==> src/rtl/wdg_pkg.sv <==
package wdg_pkg;
  localparam int unsigned BYTE_W = 8;
  localparam int unsigned SEL_W  = 4;

  // Control register bit positions
  localparam int unsigned CB_MINUTE = 3;
  localparam int unsigned CB_P20EN  = 2;
  localparam int unsigned CB_KBRST  = 1;

  // Status register bit positions
  localparam int unsigned SB_MOUSE = 7;
  localparam int unsigned SB_KEYB  = 6;
  localparam int unsigned SB_FORCE = 5;
  localparam int unsigned SB_FIRED = 4;

  // One counting unit elapses on a tick when seconds are selected,
  // or on the last tick of the prescaler period when minutes are.
  function automatic logic unit_step(logic tick, logic minute, logic at_last);
    return tick && (!minute || at_last);
  endfunction

  // Next prescaler value on a tick: wrap at the end of the period.
  function automatic int unsigned pre_next(int unsigned cur, int unsigned period);
    return (cur + 1 >= period) ? 0 : cur + 1;
  endfunction
endpackage

==> src/rtl/wdg_prescale.sv <==
module wdg_prescale #(
  parameter int unsigned PERIOD = 60
) (
  input  logic clk,
  input  logic rst_n,
  input  logic tick_i,
  input  logic minute_i,
  input  logic restart_i,
  output logic step_o
);
  localparam int unsigned PW = (PERIOD > 1) ? $clog2(PERIOD) : 1;

  logic [PW-1:0] pre_q;
  logic          at_last;

  assign at_last = (pre_q == PW'(PERIOD - 1));
  assign step_o  = wdg_pkg::unit_step(tick_i, minute_i, at_last);

  always_ff @(posedge clk) begin
    if (!rst_n)                      pre_q <= '0;
    else if (restart_i || !minute_i) pre_q <= '0;
    else if (tick_i)                 pre_q <= PW'(wdg_pkg::pre_next(int'(pre_q), PERIOD));
  end
endmodule

==> src/rtl/wdg_downcount.sv <==
module wdg_downcount #(
  parameter int unsigned CW = 8
) (
  input  logic          clk,
  input  logic          rst_n,
  input  logic          load_i,
  input  logic [CW-1:0] load_val_i,
  input  logic          trig_i,
  input  logic          activity_i,
  input  logic          step_i,
  output logic [CW-1:0] count_o,
  output logic          armed_o,
  output logic          act_take_o,
  output logic          zero_hit_o
);
  logic [CW-1:0] cnt_q, rv_q;

  assign armed_o    = (cnt_q != '0);
  assign act_take_o = armed_o && activity_i && !load_i && !trig_i;
  assign zero_hit_o = armed_o && step_i && (cnt_q == CW'(1))
                      && !load_i && !trig_i && !act_take_o;
  assign count_o    = cnt_q;

  // Priority: software load, forced expiry, activity reload, unit step
  always_ff @(posedge clk) begin
    if (!rst_n) begin
      cnt_q <= '0;
      rv_q  <= '0;
    end else if (load_i) begin
      cnt_q <= load_val_i;
      rv_q  <= load_val_i;
    end else if (trig_i) begin
      cnt_q <= '0;
    end else if (act_take_o) begin
      cnt_q <= rv_q;
    end else if (armed_o && step_i) begin
      cnt_q <= cnt_q - CW'(1);
    end
  end
endmodule

==> src/rtl/wdg_regs.sv <==
module wdg_regs #(
  parameter int unsigned ADDR_W = 8,
  parameter logic [ADDR_W-1:0] A_CTRL = 'hF5,
  parameter logic [ADDR_W-1:0] A_CNT  = 'hF6,
  parameter logic [ADDR_W-1:0] A_STAT = 'hF7
) (
  input  logic                      clk,
  input  logic                      rst_n,
  input  logic                      we_i,
  input  logic [ADDR_W-1:0]         addr_i,
  input  logic [wdg_pkg::BYTE_W-1:0] wdata_i,
  input  logic                      fire_i,
  input  logic [wdg_pkg::BYTE_W-1:0] count_i,
  output logic [wdg_pkg::BYTE_W-1:0] rdata_o,
  output logic                      minute_o,
  output logic                      p20_en_o,
  output logic                      kbrst_en_o,
  output logic                      ms_en_o,
  output logic                      kb_en_o,
  output logic [wdg_pkg::SEL_W-1:0] sel_o,
  output logic                      fired_o,
  output logic                      force_o,
  output logic                      cnt_we_o
);
  import wdg_pkg::*;

  logic [BYTE_W-1:0] ctrl_q;
  logic              ms_q, kb_q, fired_q;
  logic [SEL_W-1:0]  sel_q;
  logic              stat_we;

  assign stat_we  = we_i && (addr_i == A_STAT);
  assign cnt_we_o = we_i && (addr_i == A_CNT);
  assign force_o  = stat_we && wdata_i[SB_FORCE];

  always_ff @(posedge clk) begin
    if (!rst_n) begin
      ctrl_q  <= '0;
      ms_q    <= 1'b0;
      kb_q    <= 1'b0;
      sel_q   <= '0;
      fired_q <= 1'b0;
    end else begin
      if (we_i && (addr_i == A_CTRL)) ctrl_q <= wdata_i;
      if (stat_we) begin
        ms_q  <= wdata_i[SB_MOUSE];
        kb_q  <= wdata_i[SB_KEYB];
        sel_q <= wdata_i[SEL_W-1:0];
      end
      if (fire_i)                             fired_q <= 1'b1;
      else if (stat_we && !wdata_i[SB_FIRED]) fired_q <= 1'b0;
    end
  end

  always_comb begin
    rdata_o = '0;
    if (addr_i == A_CTRL)      rdata_o = ctrl_q;
    else if (addr_i == A_CNT)  rdata_o = count_i;
    else if (addr_i == A_STAT) rdata_o = {ms_q, kb_q, 1'b0, fired_q, sel_q};
  end

  assign minute_o   = ctrl_q[CB_MINUTE];
  assign p20_en_o   = ctrl_q[CB_P20EN];
  assign kbrst_en_o = ctrl_q[CB_KBRST];
  assign ms_en_o    = ms_q;
  assign kb_en_o    = kb_q;
  assign sel_o      = sel_q;
  assign fired_o    = fired_q;
endmodule

==> src/rtl/wdg_unit.sv <==
module wdg_unit #(
  parameter int unsigned ADDR_W        = 8,
  parameter logic [ADDR_W-1:0] A_CTRL  = 'hF5,
  parameter logic [ADDR_W-1:0] A_CNT   = 'hF6,
  parameter logic [ADDR_W-1:0] A_STAT  = 'hF7,
  parameter int unsigned TICKS_PER_MIN = 60,
  parameter int unsigned IRQ_LINES     = 16
) (
  input  logic                 clk,
  input  logic                 rst_n,
  input  logic                 tick_1hz_i,
  input  logic                 kbd_irq_i,
  input  logic                 mouse_irq_i,
  input  logic                 kbd_p20_i,
  input  logic                 cfg_we_i,
  input  logic [ADDR_W-1:0]    cfg_addr_i,
  input  logic [7:0]           cfg_wdata_i,
  output logic [7:0]           cfg_rdata_o,
  output logic                 timeout_o,
  output logic                 kbrst_o,
  output logic [IRQ_LINES-1:0] irq_o
);
  import wdg_pkg::*;

  logic             minute, p20_en, kbrst_en, ms_en, kb_en, fired;
  logic [SEL_W-1:0] sel;
  logic             force_wr, cnt_load;
  logic [7:0]       count;
  logic             armed, act_reload, zero_hit, step;
  logic             trig, activity, fire_evt, restart;

  wdg_regs #(
    .ADDR_W(ADDR_W), .A_CTRL(A_CTRL), .A_CNT(A_CNT), .A_STAT(A_STAT)
  ) u_regs (
    .clk(clk), .rst_n(rst_n), .we_i(cfg_we_i), .addr_i(cfg_addr_i),
    .wdata_i(cfg_wdata_i), .fire_i(fire_evt), .count_i(count),
    .rdata_o(cfg_rdata_o), .minute_o(minute), .p20_en_o(p20_en),
    .kbrst_en_o(kbrst_en), .ms_en_o(ms_en), .kb_en_o(kb_en),
    .sel_o(sel), .fired_o(fired), .force_o(force_wr), .cnt_we_o(cnt_load)
  );

  assign trig     = force_wr || (p20_en && kbd_p20_i);
  assign activity = (kb_en && kbd_irq_i) || (ms_en && mouse_irq_i);
  assign restart  = cnt_load || act_reload;

  wdg_prescale #(.PERIOD(TICKS_PER_MIN)) u_pre (
    .clk(clk), .rst_n(rst_n), .tick_i(tick_1hz_i), .minute_i(minute),
    .restart_i(restart), .step_o(step)
  );

  wdg_downcount #(.CW(8)) u_cnt (
    .clk(clk), .rst_n(rst_n), .load_i(cnt_load), .load_val_i(cfg_wdata_i),
    .trig_i(trig), .activity_i(activity), .step_i(step),
    .count_o(count), .armed_o(armed), .act_take_o(act_reload),
    .zero_hit_o(zero_hit)
  );

  assign fire_evt = (trig || zero_hit) && !fired;

  always_ff @(posedge clk) begin
    if (!rst_n) begin
      timeout_o <= 1'b0;
      kbrst_o   <= 1'b0;
    end else begin
      timeout_o <= fire_evt;
      kbrst_o   <= fire_evt && kbrst_en;
    end
  end

  for (genvar i = 0; i < IRQ_LINES; i++) begin : g_irq
    if (i == 0) begin : g_none
      assign irq_o[i] = 1'b0;
    end else begin : g_line
      logic line_q;
      always_ff @(posedge clk) begin
        if (!rst_n) line_q <= 1'b0;
        else        line_q <= fire_evt && (sel == SEL_W'(i));
      end
      assign irq_o[i] = line_q;
    end
  end
endmodule

==> config.mk <==
export PLATFORM = sky130hd
export DESIGN_NAME = wdg_unit
export DESIGN_NICKNAME = d
export VERILOG_FILES = /design/src/rtl/wdg_pkg.sv /design/src/rtl/wdg_prescale.sv /design/src/rtl/wdg_downcount.sv /design/src/rtl/wdg_regs.sv /design/src/rtl/wdg_unit.sv
export SDC_FILE = /design/constraint.sdc
export NUM_CORES = 1
export LEC_CHECK = 0
export BUFFER_PORTS_ARGS = -buffer_cell sky130_fd_sc_hd__buf_2
export CORE_AREA = 2 2 72 74
export DETAILED_ROUTE_END_ITERATION = 8
export DIE_AREA = 0 0 74 76
export PLACE_DENSITY_LB_ADDON = 0.25
export SLEW_MARGIN = 20
export SYNTH_ARGS = -nofsm -noshare
export SYNTH_HDL_FRONTEND = slang
export SYNTH_SLANG_ARGS = --single-unit
==> constraint.sdc <==
create_clock -name clk -period 4.56 [get_ports clk]
set_input_delay 0.456 -clock clk [delete_from_list [all_inputs] [get_ports clk]]
set_output_delay 0.456 -clock clk [all_outputs]
set_load 0.01 [all_outputs]
==> impl_metrics.yaml, run 1 <==
floorplan:
  dieHeight_um: 76
  io-pin-count: 49
  die_w_um: 74
  dieArea_um2: 5624
  initial_core_util: 0.5769
  core_um2: 4912
  fp-row-count: 26
clock_tree:
  clk_latency_ps: 310
  cts-htree-levels: 2
  clock_path_buffers: 2
  cts_hold_repair.buffers: 0
  cts_setup_buffers: 0
  tritoncts: "yes"
  cts_inserted_buffers: 5
  clockRootBuffer: "clkbuf_8"
  clkSlewWorstSetupHoldPaths_ps: 110
  cts.sinks: 54
  cts-resized-gates: 0
worst_hold_path:
  hold_class: "input pin to register"
  hp-start: "cfg_wdata_i[3]"
  holdPathStages: 3
  min_to: "u_regs.sel_o[3]"
timing:
  fmax_mhz: 428.2
  slew_viol_final: 0
  fin_tns_setup_ps: 0
  skew_ps: 8.705
  tightest_slew_ps: 644.1
  maxSlewHeadroom: 0.5697
  fin_crit_sh: 0.5121
  period_minus_slack_ps: 2335
  hold_viol: 0
  rsz0062_at_grt: "no"
  setup_viol: 0
power_and_ir_drop:
  power_mw: 1.020
  pwr-share-seq: 0.517
  swShare: 0.3035
  p_switching_uw: 309.5
  peakVddDrop_mv: 0.2021
  p_leak_nw: 1.283
  combPwrFrac: 0.200
  internal_power_uw: 710.2
  pwr_density_cell_nw_per_um2: 333.9
  pwr-share-clk: 0.283
setup_path:
  crit_arrival_ps: 2510
  critPathCaptureType: "register"
  rrSetupSlack_ps: 2220
  critPathBufInv: 0
  crit_path_start: "u_pre.pre_q[0]"
  cp_slowest_cell: "or2_0"
  r2r_cells: 6
  cpPeakStageDelay_ps: 460
  worstSetupPathType: "register to register"
  reg2reg_to: "u_cnt.count_o[6]"
  critPathRequiredTime_ps: 4730
  cp_top_family: "simple AND/OR/NAND/NOR gates"
  cp_max_fo: 9
  r2r_start: "u_pre.pre_q[0]"
  cp-start-kind: "register"
  cp_cell_sequence: "ha_1 -> nand2_1 -> nor4_1 -> o21a_1 -> or2_0 -> a31oi_1"
yosys:
  avgSynthCellArea_um2: 8.968
  ys.warnings.count: 0
  synth_top_area_frac: 0.3815
  synthArstFlopShare: 0
  synth-seq-cells: 54
  netlist_top_cells_area: "dfxtp_1 (38%), mux2i_1 (5.3%), nand2_1 (4.8%)"
  synth_ff_type: "dfxtp_1"
  syn_inst: 316
  synth_edf_count: 0
  ys_seq_area_frac: 0.3815
  synth_area_leader_cell: "dfxtp_1"
  syn-num-nets: 343
  syn-cell-area_um2: 2834
  synth_cell_types: 50
finish:
  design_area_um2: 3054
  area_growth_pct: 7.770
  final_layout_size_suffix_gt1_frac: 0.2242
  antenna_cells: 0
  fin_util: 0.6218
  mostFrequentLayoutCells: "dfxtp_1 (54), buf_2 (47), nand2_1 (36)"
  nFillCells: 458
  final_nets: 365
  mostFrequentLayoutCell: "dfxtp_1"
drt:
  wl_per_cell_um: 14.84
  drt-total-wl_mm: 6.070
  drtIter0Drc: 95
  drt_first_pass_iters: 4
  drtAntennaViolNets: 0
  drc: 0
  vias: 2288
  via_per_inst: 5.594
global_route:
  grt_pass1_wl_mm: 9.880
  antenna_found_initial: 0
  grt-ovfl-total: 0
  grt_start_max_net_pins: 34
  grt_pass1_vias: 2167
  track_usage: 0.2199
placement:
  hpwlAfterDp_mm: 4.373
  port_buffers: 47
  dpl_cell_area_um2: 2957
  place_congestion: 0.9378
status:
  status: "complete, no violations"
run:
  cap_violations: 0
-- tightest hold or removal path: stages --
cell and delay (ps):
buf_2 110, mux2i_1 70, nor2b_1 90
-- area by class of cell --
class,count,area [um^2],area share
clock buffer,5,68.82,0.02253
clock inverter,3,28.78,0.009422
inverter,5,18.77,0.006145
multi-input combinational,224,1526,0.4998
sequential,54,1081,0.3540
tap,70,87.58,0.02868
timing repair buffer,48,242.7,0.07948
-- layer usage --
layer  track usage  share of wire  routed length [um]  vias up
met4       0.08545          0.014                  87        0
met1        0.2836           0.45                2752     1074
met5             0              0                   0        -
li1              -              -                   -     1149
met2        0.3589           0.49                2966       59
met3       0.03968          0.043                 263        6
-- power groups by stage --
stage,combinational [mW],sequential [mW],clock (mW)
after CTS,0.203,0.527,0.292
after detailed placement,0.202,0.537,0
after floorplan,0.167,0.528,0
after global routing,0.225,0.531,0.308
final,0.203,0.527,0.289
after global placement,0.197,0.538,0
-- synthesized netlist by cell type, types with 5 or more instances --
master	number
mux2i_1	15
nor2_1	23
nor3_1	5
nor4_1	6
mux2_2	7
clkbuf_1	10
a31oi_1	10
a211o_1	8
buf_4	17
nor2b_1	19
nor3_2	7
o31ai_1	9
nand2b_1	5
a22oi_1	9
inv_1	5
a21boi_0	9
a21oi_1	6
dfxtp_1	54
nand2_1	36
-- stage by stage --
step	hold WS, ps	setup slack (ps)	cells
after detailed placement	457.3	2083	401
after global placement	453.5	2173	401
after global routing	441.0	1938	409
after CTS	434.8	2211	409
after floorplan	443.8	2686	316
final	435.6	2225	409
-- how the worst max path moves through the flow --
stage / to / cells past startpoint
2_1_floorplan: g_irq[5].g_line.line_q / 7
3_3_place_gp: g_irq[6].g_line.line_q / 5
3_5_place_dp: g_irq[4].g_line.line_q / 5
4_1_cts: g_irq[4].g_line.line_q / 4
5_1_grt: u_cnt.count_o[6] / 6
6_report: u_cnt.count_o[6] / 6
-- sequential cells by signal, indices dropped and copies added, names as in the netlist --
| signal | flops |
|---|---|
| u_cnt.rv_q | 8 |
| kbrst_o | 1 |
| timeout_o | 1 |
| u_cnt.count_o | 8 |
| u_regs.kb_en_o | 1 |
| u_pre.pre_q | 6 |
| u_regs.fired_o | 1 |
| u_regs.ctrl_q | 8 |
| u_regs.sel_o | 4 |
| g_irq.g_line.line_q | 15 |
| u_regs.ms_en_o | 1 |
-- logic make-up (layout without fill, tap and decap cells) --
family | Yosys count | after routing | share of synthesized area
and+or+nand+nor | 124 | 124 | 0.2468
muxes | 22 | 22 | 0.08079
AOI/OAI and AO/OA | 66 | 66 | 0.1704
DFF | 54 | 54 | 0.3815
other | 1 | 1 | 0.001323
buffers and inverters | 38 | 61 | 0.07991
adders and majority gates | 4 | 4 | 0.01766
xor gates and xnor gates | 7 | 7 | 0.02163
Note: power is estimated with default switching activity, not from simulation.
==> run 2: changes to the inputs <==
CORE_AREA = 2 2 79 81   (was 2 2 72 74)
DIE_AREA = 0 0 81 83   (was 0 0 74 76)
clock period = 2.1 ns   (was 4.56 ns; I/O delays follow)
==> run 2 against run 1 <==
Combinational power is 140% higher. Final cell count increased by 4.2%. Sequential share of layout area shrank 1.2 points. Sequential cell count unchanged. Global-route usage is 2.9 points lower. Largest power group unchanged.
==> impl_metrics.yaml, run 2 (same netlist as run 1, synthesis figures left out) <==
status:
  status: "complete, no violations"
placement:
  port_buffers: 47
  hpwlAfterDp_mm: 4.627
  place_ws_ps: 98.66
  place_congestion: 0.8823
clock_tree:
  cts_hold_repair.buffers: 0
  cts_inserted_buffers: 5
  clockRootBuffer: "clkbuf_8"
  clkSlewWorstSetupHoldPaths_ps: 110
  tritoncts: "yes"
  cts-htree-levels: 2
  clk_latency_ps: 320
  clock_path_buffers: 2
  cts.sinks: 54
timing:
  fin_tns_setup_ps: 0
  fin_crit_sh: 0.9342
  maxSlewHeadroom: 0.6084
  slew_viol_final: 0
  skew_ps: 13.38
  period_minus_slack_ps: 1962
  setup_viol: 0
  layout_setup_ws_ps: 138.3
  tightest_slew_ps: 586.9
  rsz0062_at_grt: "no"
  fmax_mhz: 509.8
  holdWs_ps: 187.7
  hold_viol: 0
setup_path:
  crit_path_start: "u_pre.pre_q[0]"
  critPathCaptureType: "register"
  cp-start-kind: "register"
  crit_arrival_ps: 2210
  cp_max_fo: 11
  worstSetupPathType: "register to register"
  critPathRequiredTime_ps: 2350
  r2r_start: "u_pre.pre_q[0]"
floorplan:
  dieHeight_um: 83
  io-pin-count: 49
  core_um2: 5816
  dieArea_um2: 6723
  die_w_um: 81
  fp-row-count: 28
  initial_core_util: 0.4873
finish:
  area_growth_pct: 11.61
  final_nets: 377
  antenna_cells: 0
  multi_input_area_um2: 1526
  seq_area_um2: 1081
  largest_reg_flops: 15
  mostFrequentLayoutCells: "dfxtp_1 (54), buf_2 (47), nand2_1 (36)"
  nFillCells: 559
  top_register: "g_irq.g_line.line_q"
  fin_util: 0.5439
  mostFrequentLayoutCell: "dfxtp_1"
  final_layout_size_suffix_gt1_frac: 0.2507
run:
  cap_violations: 0
global_route:
  antenna_found_initial: 0
  grt_pass1_vias: 2058
  grt_pass1_wl_mm: 10.27
  grt_start_max_net_pins: 33
  track_usage: 0.1908
  grt-ovfl-total: 0
drt:
  drtIter0Drc: 92
  drc: 0
  drtAntennaViolNets: 0
  vias: 2356
  wl_per_cell_um: 14.85
  drt-total-wl_mm: 6.324
  via_per_inst: 5.531
  drt_first_pass_iters: 4
worst_hold_path:
  hold_class: "input pin to register"
  hp-start: "cfg_wdata_i[4]"
power_and_ir_drop:
  p_leak_nw: 1.346
  peakVddDrop_mv: 0.3852
  pwr_density_cell_nw_per_um2: 709.3
run 2: through the flow:
stage | total power, mW | cell area (um^2) | cells
finish | 2.244 | 3163 | 426
global route | 2.362 | 3163 | 426
CTS | 2.250 | 3143 | 425
detailed placement | 1.632 | 3045 | 417
global placement | 1.625 | 3045 | 417
floorplan | 1.508 | 2834 | 316
run 2: cell type report:
cell class / instances / share of cell area
sequential: 54 / 0.3418
tap: 75 / 0.02967
multi-input combinational: 224 / 0.4826
clock inverter: 3 / 0.009098
clock buffer: 5 / 0.02176
timing repair buffer: 60 / 0.1092
inverter: 5 / 0.005934
run 2: where the power goes:
part | leakage, nW | internal [mW] | switching [mW]
Sequential | 0.437 | 1.07 | 0.0704
Combinational | 0.858 | 0.251 | 0.227
Clock | 0.0506 | 0.250 | 0.379
run 2: worst paths after layout:
path | to | slack [ps] | cells past startpoint
worst max-delay path | g_irq[14].g_line.line_q | 140 | 7
worst min-delay path | u_regs.fired_o | 190 | 3
worst max register to register | g_irq[14].g_line.line_q | 140 | 7
worst min register to register | u_cnt.rv_q[0] | 470 | 2
run 2: layer usage:
metal,vias to the layer above,track usage,part of all wire
met2,74,0.2915,0.44
met1,1093,0.2735,0.48
met4,0,0.05547,0.020
met3,10,0.03261,0.058
li1,1179,-,-
met5,-,0,0
run 2: critical path: stages (launching register included):
cell	delay [ps]
dfxtp_1	430
ha_1	200
nand2_1	100
o31a_1	330
nor4_4	250
a31oi_4	220
buf_12	200
nor3_2	150
run 2: timing repair:
action,in CTS,in global routing
endpoints found under the setup margin,0,2
gates resized for setup,0,0
setup buffers,0,1
